File: src/rtl/slv_fifo_pkg.sv
package slv_fifo_pkg;

  typedef enum logic {
    XFER_SYNC  = 1'b0,
    XFER_ASYNC = 1'b1
  } xfer_mode_e;

  // One bundle for the three transfer controls, packed in a fixed lane order
  typedef struct packed {
    logic pend;
    logic rd;
    logic wr;
  } strobe_t;

  localparam int unsigned STROBE_BITS = $bits(strobe_t);

endpackage

File: src/rtl/slv_strobe_sync.sv
module slv_strobe_sync #(
  parameter int unsigned N = 3
) (
  input  logic         clk,
  input  logic         rst_n,
  input  logic [N-1:0] raw,
  output logic [N-1:0] fall
);

  // two synchroniser stages, then a history stage for edge detection
  logic [N-1:0] meta_q, sync_q, hist_q;

  always_ff @(posedge clk or negedge rst_n) begin
    if (!rst_n) begin
      meta_q <= '0;
      sync_q <= '0;
      hist_q <= '0;
    end else begin
      meta_q <= raw;
      sync_q <= meta_q;
      hist_q <= sync_q;
    end
  end

  assign fall = hist_q & ~sync_q;

endmodule

File: src/rtl/slv_fifo_lane.sv
module slv_fifo_lane #(
  parameter int unsigned DW        = 16,
  parameter int unsigned DEPTH     = 8,
  parameter int unsigned PKT_WORDS = 4
) (
  input  logic          clk,
  input  logic          rst_n,
  input  logic          push,
  input  logic          pop,
  input  logic          pend,
  input  logic [DW-1:0] din,
  output logic [DW-1:0] dout,
  output logic          empty,
  output logic          full,
  output logic          pkt_avail,
  output logic          drop_push,
  output logic          drop_pop
);

  localparam int unsigned AW = (DEPTH > 1) ? $clog2(DEPTH) : 1;
  localparam int unsigned CW = $clog2(DEPTH + 1);
  localparam int unsigned PW = $clog2(PKT_WORDS + 1);

  logic [DW-1:0] store [DEPTH];
  logic [AW-1:0] wptr_q, rptr_q;
  logic [CW-1:0] level_q, level_d;
  logic [PW-1:0] part_q, part_d;
  logic          avail_q;
  logic          push_ok, pop_ok, commit;

  assign empty   = (level_q == '0);
  assign full    = (level_q == CW'(DEPTH));
  assign push_ok = push & ~full;
  assign pop_ok  = pop & ~empty;
  assign drop_push = push & full;
  assign drop_pop  = pop & empty;

  assign level_d = level_q + CW'(push_ok) - CW'(pop_ok);
  assign part_d  = part_q + PW'(push_ok);
  assign commit  = (part_d == PW'(PKT_WORDS)) | (pend & (part_d != '0));

  always_ff @(posedge clk) begin
    if (push_ok) store[wptr_q] <= din;
  end

  always_ff @(posedge clk or negedge rst_n) begin
    if (!rst_n) begin
      wptr_q  <= '0;
      rptr_q  <= '0;
      level_q <= '0;
      part_q  <= '0;
      avail_q <= 1'b0;
    end else begin
      if (push_ok) wptr_q <= (wptr_q == AW'(DEPTH - 1)) ? '0 : wptr_q + 1'b1;
      if (pop_ok)  rptr_q <= (rptr_q == AW'(DEPTH - 1)) ? '0 : rptr_q + 1'b1;
      level_q <= level_d;
      part_q  <= commit ? '0 : part_d;
      avail_q <= (commit | avail_q) & (level_d != '0);
    end
  end

  assign dout      = store[rptr_q];
  assign pkt_avail = avail_q;

endmodule

File: src/rtl/slv_fifo_port.sv
module slv_fifo_port
  import slv_fifo_pkg::*;
#(
  parameter int unsigned NFIFO     = 4,
  parameter int unsigned DW        = 16,
  parameter int unsigned DEPTH     = 8,
  parameter int unsigned PKT_WORDS = 4,
  localparam int unsigned SW       = $clog2(NFIFO),
  localparam int unsigned BW       = DW / 2
) (
  input  logic             clk,
  input  logic             rst_n,
  input  logic             sel_n,
  input  logic [SW-1:0]    fifo_sel,
  input  logic             async_mode,
  input  logic [NFIFO-1:0] wide_cfg,
  input  logic             wr,
  input  logic             rd,
  input  logic             oe,
  input  logic             pkt_end,
  input  logic [DW-1:0]    data_in,
  output logic [DW-1:0]    data_out,
  output logic [DW-1:0]    data_oe,
  output logic [NFIFO-1:0] empty,
  output logic [NFIFO-1:0] full,
  output logic [NFIFO-1:0] pkt_avail,
  output logic             conflict,
  output logic             ovf_err,
  output logic             unf_err
);

  localparam logic [DW-1:0] LANE_WORD = {DW{1'b1}};
  localparam logic [DW-1:0] LANE_BYTE = {{(DW-BW){1'b0}}, {BW{1'b1}}};

  xfer_mode_e mode;
  strobe_t    gated, edge_ev, xfer;
  logic [STROBE_BITS-1:0] fall_vec;

  logic [DW-1:0]    head [NFIFO];
  logic [NFIFO-1:0] drop_w, drop_r;

  assign mode = xfer_mode_e'(async_mode);

  // chip select is applied before anything else sees the controls
  assign gated.wr   = ~sel_n & wr;
  assign gated.rd   = ~sel_n & rd;
  assign gated.pend = ~sel_n & pkt_end;

  slv_strobe_sync #(.N(STROBE_BITS)) u_sync (
    .clk   (clk),
    .rst_n (rst_n),
    .raw   (gated),
    .fall  (fall_vec)
  );

  assign edge_ev = strobe_t'(fall_vec);
  assign xfer    = (mode == XFER_ASYNC) ? edge_ev : gated;

  for (genvar i = 0; i < NFIFO; i++) begin : g_lane
    logic          hit;
    logic [DW-1:0] wdata;

    assign hit   = (fifo_sel == SW'(i));
    assign wdata = wide_cfg[i] ? data_in : (data_in & LANE_BYTE);

    slv_fifo_lane #(
      .DW        (DW),
      .DEPTH     (DEPTH),
      .PKT_WORDS (PKT_WORDS)
    ) u_lane (
      .clk       (clk),
      .rst_n     (rst_n),
      .push      (xfer.wr & hit),
      .pop       (xfer.rd & hit),
      .pend      (xfer.pend & hit),
      .din       (wdata),
      .dout      (head[i]),
      .empty     (empty[i]),
      .full      (full[i]),
      .pkt_avail (pkt_avail[i]),
      .drop_push (drop_w[i]),
      .drop_pop  (drop_r[i])
    );
  end

  assign data_out = head[fifo_sel];
  assign conflict = ~sel_n & oe & wr;

  always_comb begin
    data_oe = '0;
    if (~sel_n & oe & ~wr) data_oe = wide_cfg[fifo_sel] ? LANE_WORD : LANE_BYTE;
  end

  always_ff @(posedge clk or negedge rst_n) begin
    if (!rst_n) begin
      ovf_err <= 1'b0;
      unf_err <= 1'b0;
    end else begin
      ovf_err <= ovf_err | (|drop_w);
      unf_err <= unf_err | (|drop_r);
    end
  end

endmodule

File: config.mk
export PLATFORM = sky130hd
export DESIGN_NAME = slv_fifo_port
export DESIGN_NICKNAME = d
export VERILOG_FILES = /design/src/rtl/slv_fifo_pkg.sv /design/src/rtl/slv_strobe_sync.sv /design/src/rtl/slv_fifo_lane.sv /design/src/rtl/slv_fifo_port.sv
export SDC_FILE = /design/constraint.sdc
export NUM_CORES = 1
export LEC_CHECK = 0
export ABC_AREA = 1
export BUFFER_PORTS_ARGS = -buffer_cell sky130_fd_sc_hd__buf_2
export CAP_MARGIN = 25
export CORE_AREA = 4 4 225 227
export CTS_BUF_LIST = sky130_fd_sc_hd__clkbuf_16
export DETAILED_ROUTE_END_ITERATION = 12
export DIE_AREA = 0 0 229 231
export PLACE_DENSITY_LB_ADDON = 0.3
export SLEW_MARGIN = 20
export SYNTH_ARGS = -nofsm -noshare
export SYNTH_HDL_FRONTEND = slang
export SYNTH_SLANG_ARGS = --single-unit
export TNS_END_PERCENT = 5
File: constraint.sdc
create_clock -name clk -period 6.7 [get_ports clk]
set_input_delay 1.34 -clock clk [delete_from_list [all_inputs] [get_ports clk]]
set_output_delay 1.34 -clock clk [all_outputs]
set_load 0.01 [all_outputs]
==> flow_summary.json, run 1 <==
{
  "outcome": "finished clean",
  "ys_ff_latch": 579,
  "final_cell_mix": "850 x nand2_1, 512 x edfxtp_1, 480 x inv_1",
  "fin_crit_sh": 0.722,
  "ff2ff_path_depth": 14,
  "syn_nets": 2687,
  "postCtsSetupBuffers": 0,
  "cts_resized": 0,
  "die_w_um": 229,
  "design.core.area_sq_um": 48600,
  "cpPeakStageDelay_ns": 0.91,
  "dieArea_sq_um": 52900,
  "slew_headroom": 0.287,
  "timing.critical_path.buf_inv": 3,
  "path_cells": "clkinv_1 > nand3_1 > nand3_1 > nand2_1 > inv_1 > nand2_1 > buf_2",
  "drtIter0Drc": 1723,
  "grt_pass1_wl_mm": 97.3,
  "crit_family": "buffers and inverters",
  "area_growth_pct": 10.6,
  "setup_ws_ns": 1.86,
  "p_per_area_nw_per_um2": 376,
  "grt_overflow": 0,
  "hold_viol_final": 0,
  "drv_cap": 0,
  "syn_inst": 2605,
  "fp-row-count": 81,
  "clock.fmax_ghz": 0.207,
  "cts_buffer_depth": 3,
  "layout_min_cycle_time_ns": 4.84,
  "insertion_delay_ns": 0.63,
  "placedCellCount": 3219,
  "syn_area_per_cell_sq_um": 9.99,
  "rsz0062_at_grt": "false",
  "start_util": 0.535,
  "slew_viol_final": 0,
  "layout_commonest_cell": "nand2_1",
  "wl_per_cell_um": 19.0,
  "synth_area_leaders": "edfxtp_1 59%, nand2_1 12%, nand3_1 7.3%",
  "grt_pass1_vias": 17400,
  "layout-drive-gt1-share": 0.0884,
  "antenna_found_initial": 2,
  "cts_tree": "yes",
  "gp_congestion": 0.829,
  "path_depth": 7,
  "critPathKind": "reg2out",
  "grt_max_degree": 68,
  "postRouteAntennaNets": 0,
  "syn_area_sq_um": 26000,
  "ys_types": 29,
  "viasPerCell": 5.32,
  "synth_top_area_share": 0.591,
  "die_height_um": 231,
  "cts_hold_buf": 0,
  "crit_slowest_cell": "dfrtp_1",
  "fillerInstances": 3897,
  "hold_depth": 0,
  "crit_fanout": 18,
  "synth_top_area_cell": "edfxtp_1",
  "port_buffers": 76,
  "end_kind": "output port",
  "routed_wl_mm": 63.3,
  "cp.required_ns": 5.36,
  "num_vias": 17700,
  "cts.htree.levels": 2,
  "post-route-util": 0.591,
  "ios": 77,
  "numCtsBuffers": 58,
  "startpoint_type": "flop",
  "fin_nets": 2739,
  "min_path_type": "reg2reg",
  "grt_usage": 0.239,
  "peakVddDrop_mv": 0.264,
  "clock-root-buffer": "clkbuf_16",
  "p_leak_nw": 13.0,
  "yosysWarnings": 0,
  "hpwl_mm": 38.2,
  "fin_cells": 3329,
  "total_power_w": 0.0108,
  "worst_pin_slew_ns": 1.07,
  "setup_viol_count_final": 0,
  "dp_slack_ns": 2.02,
  "firstDrtPassIters": 6,
  "cp.arrival_ns": 3.50,
  "final.setup.tns_ns": 0,
  "finClkSkew_ns": 0.0259,
  "clkTransAtPathRegs_ns": 0.06,
  "drcViolationCount": 0,
  "cts_sinks": 579,
  "yosysSeqAreaShare": 0.655
}
[power by group]
part	total (W)	switching (W)	internal, W
clock	0.00304	0.00134	0.00170
combinational	0.00342	0.00240	0.00102
sequential	0.00436	0.000205	0.00415
total	0.0108	0.00394	0.00688
[layer usage]
layer  wire length [um]  vias to the layer above  share of wire  GRT usage
li1                   -                     8407              -          -
met1              25100                     8397           0.40      0.319
met2              29600                      754           0.47      0.390
met3               6390                      142           0.10     0.0510
met4               2200                        0          0.035     0.0890
met5                  0                        -              0          0
[final timing paths]
check | from | end | slack [ns]
max in group asynchronous | rst_n | g_lane[3].u_lane.rptr_q[0] | 5.16
hold reg to reg | u_sync.meta_q[0] | u_sync.sync_q[0] | 0.35
hold / removal | u_sync.meta_q[0] | u_sync.sync_q[0] | 0.35
setup reg to reg | g_lane[3].u_lane.level_q[2] | g_lane[3].u_lane.pkt_avail | 3.53
min in group asynchronous | rst_n | g_lane[3].u_lane.level_q[2] | 0.87
setup / recovery | g_lane[2].u_lane.rptr_q[2] | data_out[8] | 1.86
[area by class of cell]
class,count,area (sq um),share of cell area
diodes,2,5.00,0.000174
clock buffers,59,1480,0.0513
clock inverters,49,304,0.0106
inverters,471,1770,0.0614
multi-input cells,1422,6570,0.228
flip-flops and latches,579,17100,0.593
well taps,622,778,0.0270
repair buffers,125,816,0.0284
[state kept, by name, summed over array words and instances (netlist names)]
name                     flops
g_lane.u_lane.store        512
g_lane.u_lane.level_q       16
g_lane.u_lane.part_q        12
g_lane.u_lane.rptr_q        12
g_lane.u_lane.wptr_q        12
g_lane.u_lane.pkt_avail      4
u_sync.hist_q                3
u_sync.meta_q                3
u_sync.sync_q                3
ovf_err                      1
unf_err                      1
[kinds of logic after synthesis]
group,count (synthesis),share of synthesized area
flops,579,0.655
fa+ha+maj,52,0.0262
compound gates,40,0.00841
buf+inv,604,0.0935
xor+xnor,8,0.00269
simple gates,1322,0.214
[synth_stat cells (all sizes together)]
cell type    n
a21boi       1
a21oi        5
a22oi        2
buf         98
clkbuf      35
clkinv       4
dfrtp       67
edfxtp     512
fa           4
ha          48
inv        467
nand2      856
nand3      381
nand4        1
nor2        57
nor3        17
nor3b        6
o21ai       32
or2          4
xnor2        1
xor2         7
[through the flow]
stage / cell area (sq um) / hold slack [ns]
after floorplan: 26000 / 0.331
after global placement: 26900 / 0.333
after detailed placement: 27000 / 0.337
after CTS: 28800 / 0.350
after global routing: 28800 / 0.370
final: 28800 / 0.349
Power figures use the tool's default switching activity.
==> run 2: changes to the inputs <==
--- a/config.mk
+++ b/config.mk
@@ -5,13 +5,13 @@
 export SDC_FILE = /design/constraint.sdc
 export NUM_CORES = 1
 export LEC_CHECK = 0
-export ABC_AREA = 1
+export ABC_AREA = 0
 export BUFFER_PORTS_ARGS = -buffer_cell sky130_fd_sc_hd__buf_2
 export CAP_MARGIN = 25
-export CORE_AREA = 4 4 225 227
+export CORE_AREA = 4 4 215 217
 export CTS_BUF_LIST = sky130_fd_sc_hd__clkbuf_16
 export DETAILED_ROUTE_END_ITERATION = 12
-export DIE_AREA = 0 0 229 231
+export DIE_AREA = 0 0 219 221
 export PLACE_DENSITY_LB_ADDON = 0.3
 export SLEW_MARGIN = 20
 export SYNTH_ARGS = -nofsm -noshare
==> constraint.sdc (replaced) <==
create_clock -name clk -period 4.66 [get_ports clk]
set_input_delay 0.932 -clock clk [delete_from_list [all_inputs] [get_ports clk]]
set_output_delay 0.932 -clock clk [all_outputs]
set_load 0.01 [all_outputs]
==> flow_summary.json, run 2 <==
{
  "num_vias": 13200,
  "fp-row-count": 77,
  "grt_pass1_vias": 13300,
  "clock-root-buffer": "clkbuf_16",
  "largest-register": "g_lane.u_lane.store",
  "async_reset_ff_frac": 0.116,
  "gp_congestion": 0.868,
  "layout-drive-gt1-share": 0.181,
  "syn_nets": 1491,
  "min_path_type": "reg2reg",
  "clock.fmax_ghz": 0.234,
  "slew_viol_final": 0,
  "final.setup.tns_ns": 0,
  "hpwl_mm": 37.9,
  "ios": 77,
  "grt_overflow": 0,
  "postCtsSetupBuffers": 0,
  "fin_nets": 1609,
  "p_per_area_nw_per_um2": 531,
  "grt_pass1_wl_mm": 83.8,
  "peakVddDrop_mv": 0.316,
  "synth_top_area_share": 0.651,
  "outcome": "finished clean",
  "slew_headroom": 0.411,
  "cts.htree.levels": 2,
  "cts_resized": 0,
  "insertion_delay_ns": 0.62,
  "dieArea_sq_um": 48400,
  "reg_top3": "g_lane.u_lane.store (512), g_lane.u_lane.level_q (16)",
  "syn_area_sq_um": 23600,
  "hold_viol_final": 0,
  "synth_area_leaders": "edfxtp_1 65%, mux2i_1 11%, dfrtp_1 7.1%",
  "multi_input_comb_area_sq_um": 6090,
  "cp.required_ns": 3.73,
  "register_area_sq_um": 17100,
  "drv_cap": 0,
  "port_buffers": 76,
  "p_leak_nw": 9.89,
  "ys_top_cells_by_count": "512 x edfxtp_1, 256 x mux2i_1, 128 x o22ai_1",
  "die_w_um": 219,
  "syn_area_per_cell_sq_um": 16.8,
  "layout_commonest_cell": "edfxtp_1",
  "antenna_found_initial": 2,
  "viasPerCell": 6.09,
  "routed_wl_mm": 56.9,
  "grt_max_degree": 68,
  "clockPowerShare": 0.315,
  "cp-endpoint": "data_out[1]",
  "ff2ff_path_depth": 10,
  "synth_top_area_cell": "edfxtp_1",
  "worst_pin_slew_ns": 0.883,
  "drcViolationCount": 0,
  "synth_edf_count": 512,
  "p_sw_frac": 0.298,
  "largest_reg_flops": 512,
  "grt_usage": 0.233,
  "internal_power_w": 0.00999,
  "yosysSeqAreaShare": 0.722,
  "clkTransAtPathRegs_ns": 0.06,
  "cts_sinks": 579,
  "r2r_slack_ns": 1.54,
  "fin_crit_sh": 0.918,
  "syn_inst": 1409,
  "critPathKind": "reg2out",
  "cts_tree": "yes",
  "start_util": 0.535,
  "postRouteAntennaNets": 0,
  "numCtsBuffers": 56,
  "layout_min_cycle_time_ns": 4.28,
  "finClkSkew_ns": 0.0350,
  "regToRegEndpoint": "g_lane[0].u_lane.pkt_avail",
  "crit_path_start": "g_lane[3].u_lane.rptr_q[1]",
  "wl_per_cell_um": 26.3,
  "ys_ff_latch": 579,
  "die_height_um": 221,
  "p_comb_frac": 0.227,
  "setup_viol_count_final": 0,
  "yosysMostFrequentCell": "edfxtp_1",
  "design.core.area_sq_um": 44100,
  "total_power_w": 0.0142,
  "firstDrtPassIters": 5,
  "yosysWarnings": 0,
  "cp.arrival_ns": 3.35,
  "startpoint_type": "flop",
  "switching_power_w": 0.00424,
  "cts_hold_buf": 0,
  "crit_fanout": 30,
  "end_kind": "output port",
  "synth_ff_type": "edfxtp_1",
  "rsz0062_at_grt": "false",
  "final_cell_mix": "512 x edfxtp_1, 256 x mux2i_1, 128 x o22ai_1",
  "cts_buffer_depth": 3,
  "area_growth_pct": 13.5,
  "p_seq_frac": 0.458,
  "drtIter0Drc": 1137,
  "fillerInstances": 3256,
  "r2r-start": "g_lane[0].u_lane.level_q[2]",
  "ys_types": 60
}
[run 2: power groups by stage]
stage,logic [W],registers (W),clock network [W]
3_5_place_dp,0.00322,0.00663,0
5_1_grt,0.00349,0.00657,0.00476
4_1_cts,0.00325,0.00653,0.00455
6_report,0.00323,0.00653,0.00448
3_3_place_gp,0.00317,0.00661,0
2_1_floorplan,0.00240,0.00625,0
[run 2: cell families after synthesis]
family,share of synthesized area
AOI/OAI and AO/OA,0.0505
xor gates and xnor gates,0.00445
adders and majority gates,0.0288
buffers and inverters,0.0253
DFF,0.722
muxes,0.117
and+or+nand+nor,0.0520
[run 2: area by class of cell]
class | count | share of cell area
clock inverters | 49 | 0.0160
flip-flops and latches | 579 | 0.637
multi-input cells | 712 | 0.227
well taps | 592 | 0.0277
diodes | 1 | 0.0000934
inverters | 31 | 0.00453
repair buffers | 147 | 0.0351
clock buffers | 56 | 0.0523
[run 2: worst min-delay path by stage]
stage,start,endpoint,slack [ns],cells past startpoint
6_report,u_sync.meta_q[1],u_sync.sync_q[1],0.35,0
5_1_grt,u_sync.meta_q[1],u_sync.sync_q[1],0.35,0
4_1_cts,u_sync.meta_q[1],u_sync.sync_q[1],0.35,0
3_5_place_dp,u_sync.meta_q[2],u_sync.sync_q[2],0.34,0
3_3_place_gp,u_sync.meta_q[0],u_sync.sync_q[0],0.33,0
2_1_floorplan,u_sync.meta_q[0],u_sync.sync_q[0],0.33,0
[run 2: routing by layer]
metal / up-vias / global-route usage / routed length [um]
li1: 5747 / - / -
met1: 6623 / 0.310 / 21900
met2: 678 / 0.376 / 27400
met3: 138 / 0.0561 / 5350
met4: 2 / 0.0873 / 2260
met5: - / 0 / 13
[run 2: per-stage QoR]
step | std cells | setup WS (ns) | cell area (sq um) | utilization | hold slack [ns]
final | 2167 | 0.380 | 26800 | 0.607 | 0.348
after global routing | 2166 | 0.364 | 26800 | 0.607 | 0.355
after CTS | 2166 | 0.337 | 26800 | 0.607 | 0.350
after detailed placement | 2061 | 0.497 | 25000 | 0.565 | 0.336
after global placement | 2061 | 0.527 | 25000 | 0.565 | 0.333
after floorplan | 1409 | 0.574 | 23600 | - | 0.331
[run 2: worst max-delay path, cell delays in order, from the launching register on]
cell     delay, ns
dfrtp_4       0.77
buf_4         0.33
mux2i_1       0.34
o22ai_1       0.14
nor4_1        0.64
buf_4         0.22
nand2_1       0.09
buf_2         0.16
==> run 3: changes to the inputs <==
--- a/config.mk
+++ b/config.mk
@@ -8,11 +8,11 @@
 export ABC_AREA = 0
 export BUFFER_PORTS_ARGS = -buffer_cell sky130_fd_sc_hd__buf_2
 export CAP_MARGIN = 25
-export CORE_AREA = 4 4 215 217
+export CORE_AREA = 2 2 213 215
 export CTS_BUF_LIST = sky130_fd_sc_hd__clkbuf_16
 export DETAILED_ROUTE_END_ITERATION = 12
-export DIE_AREA = 0 0 219 221
-export PLACE_DENSITY_LB_ADDON = 0.3
+export DIE_AREA = 0 0 215 217
+export PLACE_DENSITY_LB_ADDON = 0.08
 export SLEW_MARGIN = 20
 export SYNTH_ARGS = -nofsm -noshare
 export SYNTH_HDL_FRONTEND = slang
==> flow_summary.json, run 3 (synthesis gave the netlist of run 2 again) <==
{
  "outcome": "finished clean",
  "p_per_area_nw_per_um2": 537,
  "cts_buffer_depth": 3,
  "area_growth_pct": 13.7,
  "p_comb_frac": 0.234,
  "cts_sinks": 579,
  "viasPerCell": 5.94,
  "drtIter0Drc": 1373,
  "design.core.area_sq_um": 44700,
  "p_leak_nw": 9.91,
  "hpwl_mm": 40.5,
  "final_cell_mix": "512 x edfxtp_1, 256 x mux2i_1, 128 x o22ai_1",
  "fin_crit_sh": 0.935,
  "numCtsBuffers": 59,
  "total_power_w": 0.0144,
  "cts_resized": 0,
  "grt_pass1_vias": 12600,
  "p_seq_frac": 0.450,
  "drcViolationCount": 0,
  "setup_viol_count_final": 0,
  "gp_congestion": 0.875,
  "dp_slack_ns": 0.301,
  "clock.fmax_ghz": 0.230,
  "clockPowerShare": 0.316,
  "antenna_found_initial": 1,
  "hold_viol_final": 0,
  "internal_power_w": 0.0101,
  "startpoint_type": "primary input",
  "port_buffers": 76,
  "largest-register": "g_lane.u_lane.store",
  "grt_max_degree": 68,
  "peakVddDrop_mv": 0.383,
  "critPathKind": "in2out",
  "num_vias": 12900,
  "clkTransAtPathRegs_ns": 0.06,
  "layout_min_cycle_time_ns": 4.36,
  "p_sw_frac": 0.302,
  "end_kind": "output port",
  "die_height_um": 217,
  "postRouteAntennaNets": 0,
  "slew_headroom": 0.354,
  "grt_overflow": 0,
  "fp-row-count": 78,
  "largest_reg_flops": 512,
  "grt_usage": 0.262,
  "fin_nets": 1612,
  "firstDrtPassIters": 5,
  "setup_ws_ns": 0.305,
  "finClkSkew_ns": 0.0267,
  "layout-drive-gt1-share": 0.180,
  "ios": 77,
  "drv_cap": 0,
  "switching_power_w": 0.00435,
  "min_path_type": "reg2reg",
  "grt_pass1_wl_mm": 87.3,
  "fin_cells": 2179,
  "routed_wl_mm": 60.3,
  "insertion_delay_ns": 0.62,
  "cp.required_ns": 3.73,
  "die_w_um": 215,
  "slew_viol_final": 0,
  "crit_fanout": 26,
  "cts.htree.levels": 2,
  "n_antenna_cell": 0,
  "layout_commonest_cell": "edfxtp_1",
  "clock-root-buffer": "clkbuf_16",
  "dieArea_sq_um": 46700,
  "worst_pin_slew_ns": 0.963,
  "final.setup.tns_ns": 0,
  "placedCellCount": 2069,
  "cts_hold_buf": 0,
  "start_util": 0.528,
  "cts_tree": "yes",
  "postCtsSetupBuffers": 0,
  "cp.arrival_ns": 3.42,
  "reg_top3": "g_lane.u_lane.store (512), g_lane.u_lane.level_q (16)",
  "rsz0062_at_grt": "false",
  "wl_per_cell_um": 27.7
}
## run 3: critical path, cell delays in order
cell and delay [ns]:
buf_2 0.25, nand4bb_1 0.89, o22ai_1 0.83, nor4_1 0.18, nand2_1 0.16, buf_2 0.15
## run 3: cell type report
cell class,instances,area (sq um)
repair buffers,147,966
multi-input cells,712,6080
flip-flops and latches,579,17100
clock inverters,49,345
clock buffers,61,1530
fillers,3447,17800
well taps,600,751
inverters,31,121
## run 3: through the flow
stage	util	cell area, sq um	hold WS (ns)
4_1_cts	0.601	26900	0.350
3_5_place_dp	0.559	25000	0.336
2_1_floorplan	-	23600	0.331
3_3_place_gp	0.559	25000	0.332
5_1_grt	0.601	26900	0.365
6_report	0.601	26900	0.350
## run 3: path summary, 6_finish.rpt
path	start	to	cells past startpoint	slack (ns)
hold / removal	u_sync.meta_q[2]	u_sync.sync_q[2]	0	0.35
hold reg to reg	u_sync.meta_q[2]	u_sync.sync_q[2]	0	0.35
max in group asynchronous	rst_n	g_lane[0].u_lane.rptr_q[1]	1	3.53
setup reg to reg	g_lane[0].u_lane.level_q[2]	g_lane[0].u_lane.pkt_avail	11	1.61
setup / recovery	fifo_sel[0]	data_out[11]	6	0.30
min in group asynchronous	rst_n	g_lane[3].u_lane.wptr_q[2]	1	0.42
## run 3: routing by layer
metal	up-vias	routed length (um)	GRT usage
met3	101	4700	0.0648
met5	-	15	0
met2	492	29200	0.432
met1	6571	24500	0.345
li1	5774	-	-
met4	2	1850	0.0816
## run 3: power groups by stage
stage | logic, W | registers (W) | clock network [W]
3_3_place_gp | 0.00336 | 0.00658 | 0
3_5_place_dp | 0.00339 | 0.00659 | 0
4_1_cts | 0.00340 | 0.00649 | 0.00464
5_1_grt | 0.00364 | 0.00654 | 0.00485
2_1_floorplan | 0.00240 | 0.00625 | 0
6_report | 0.00337 | 0.00648 | 0.00456
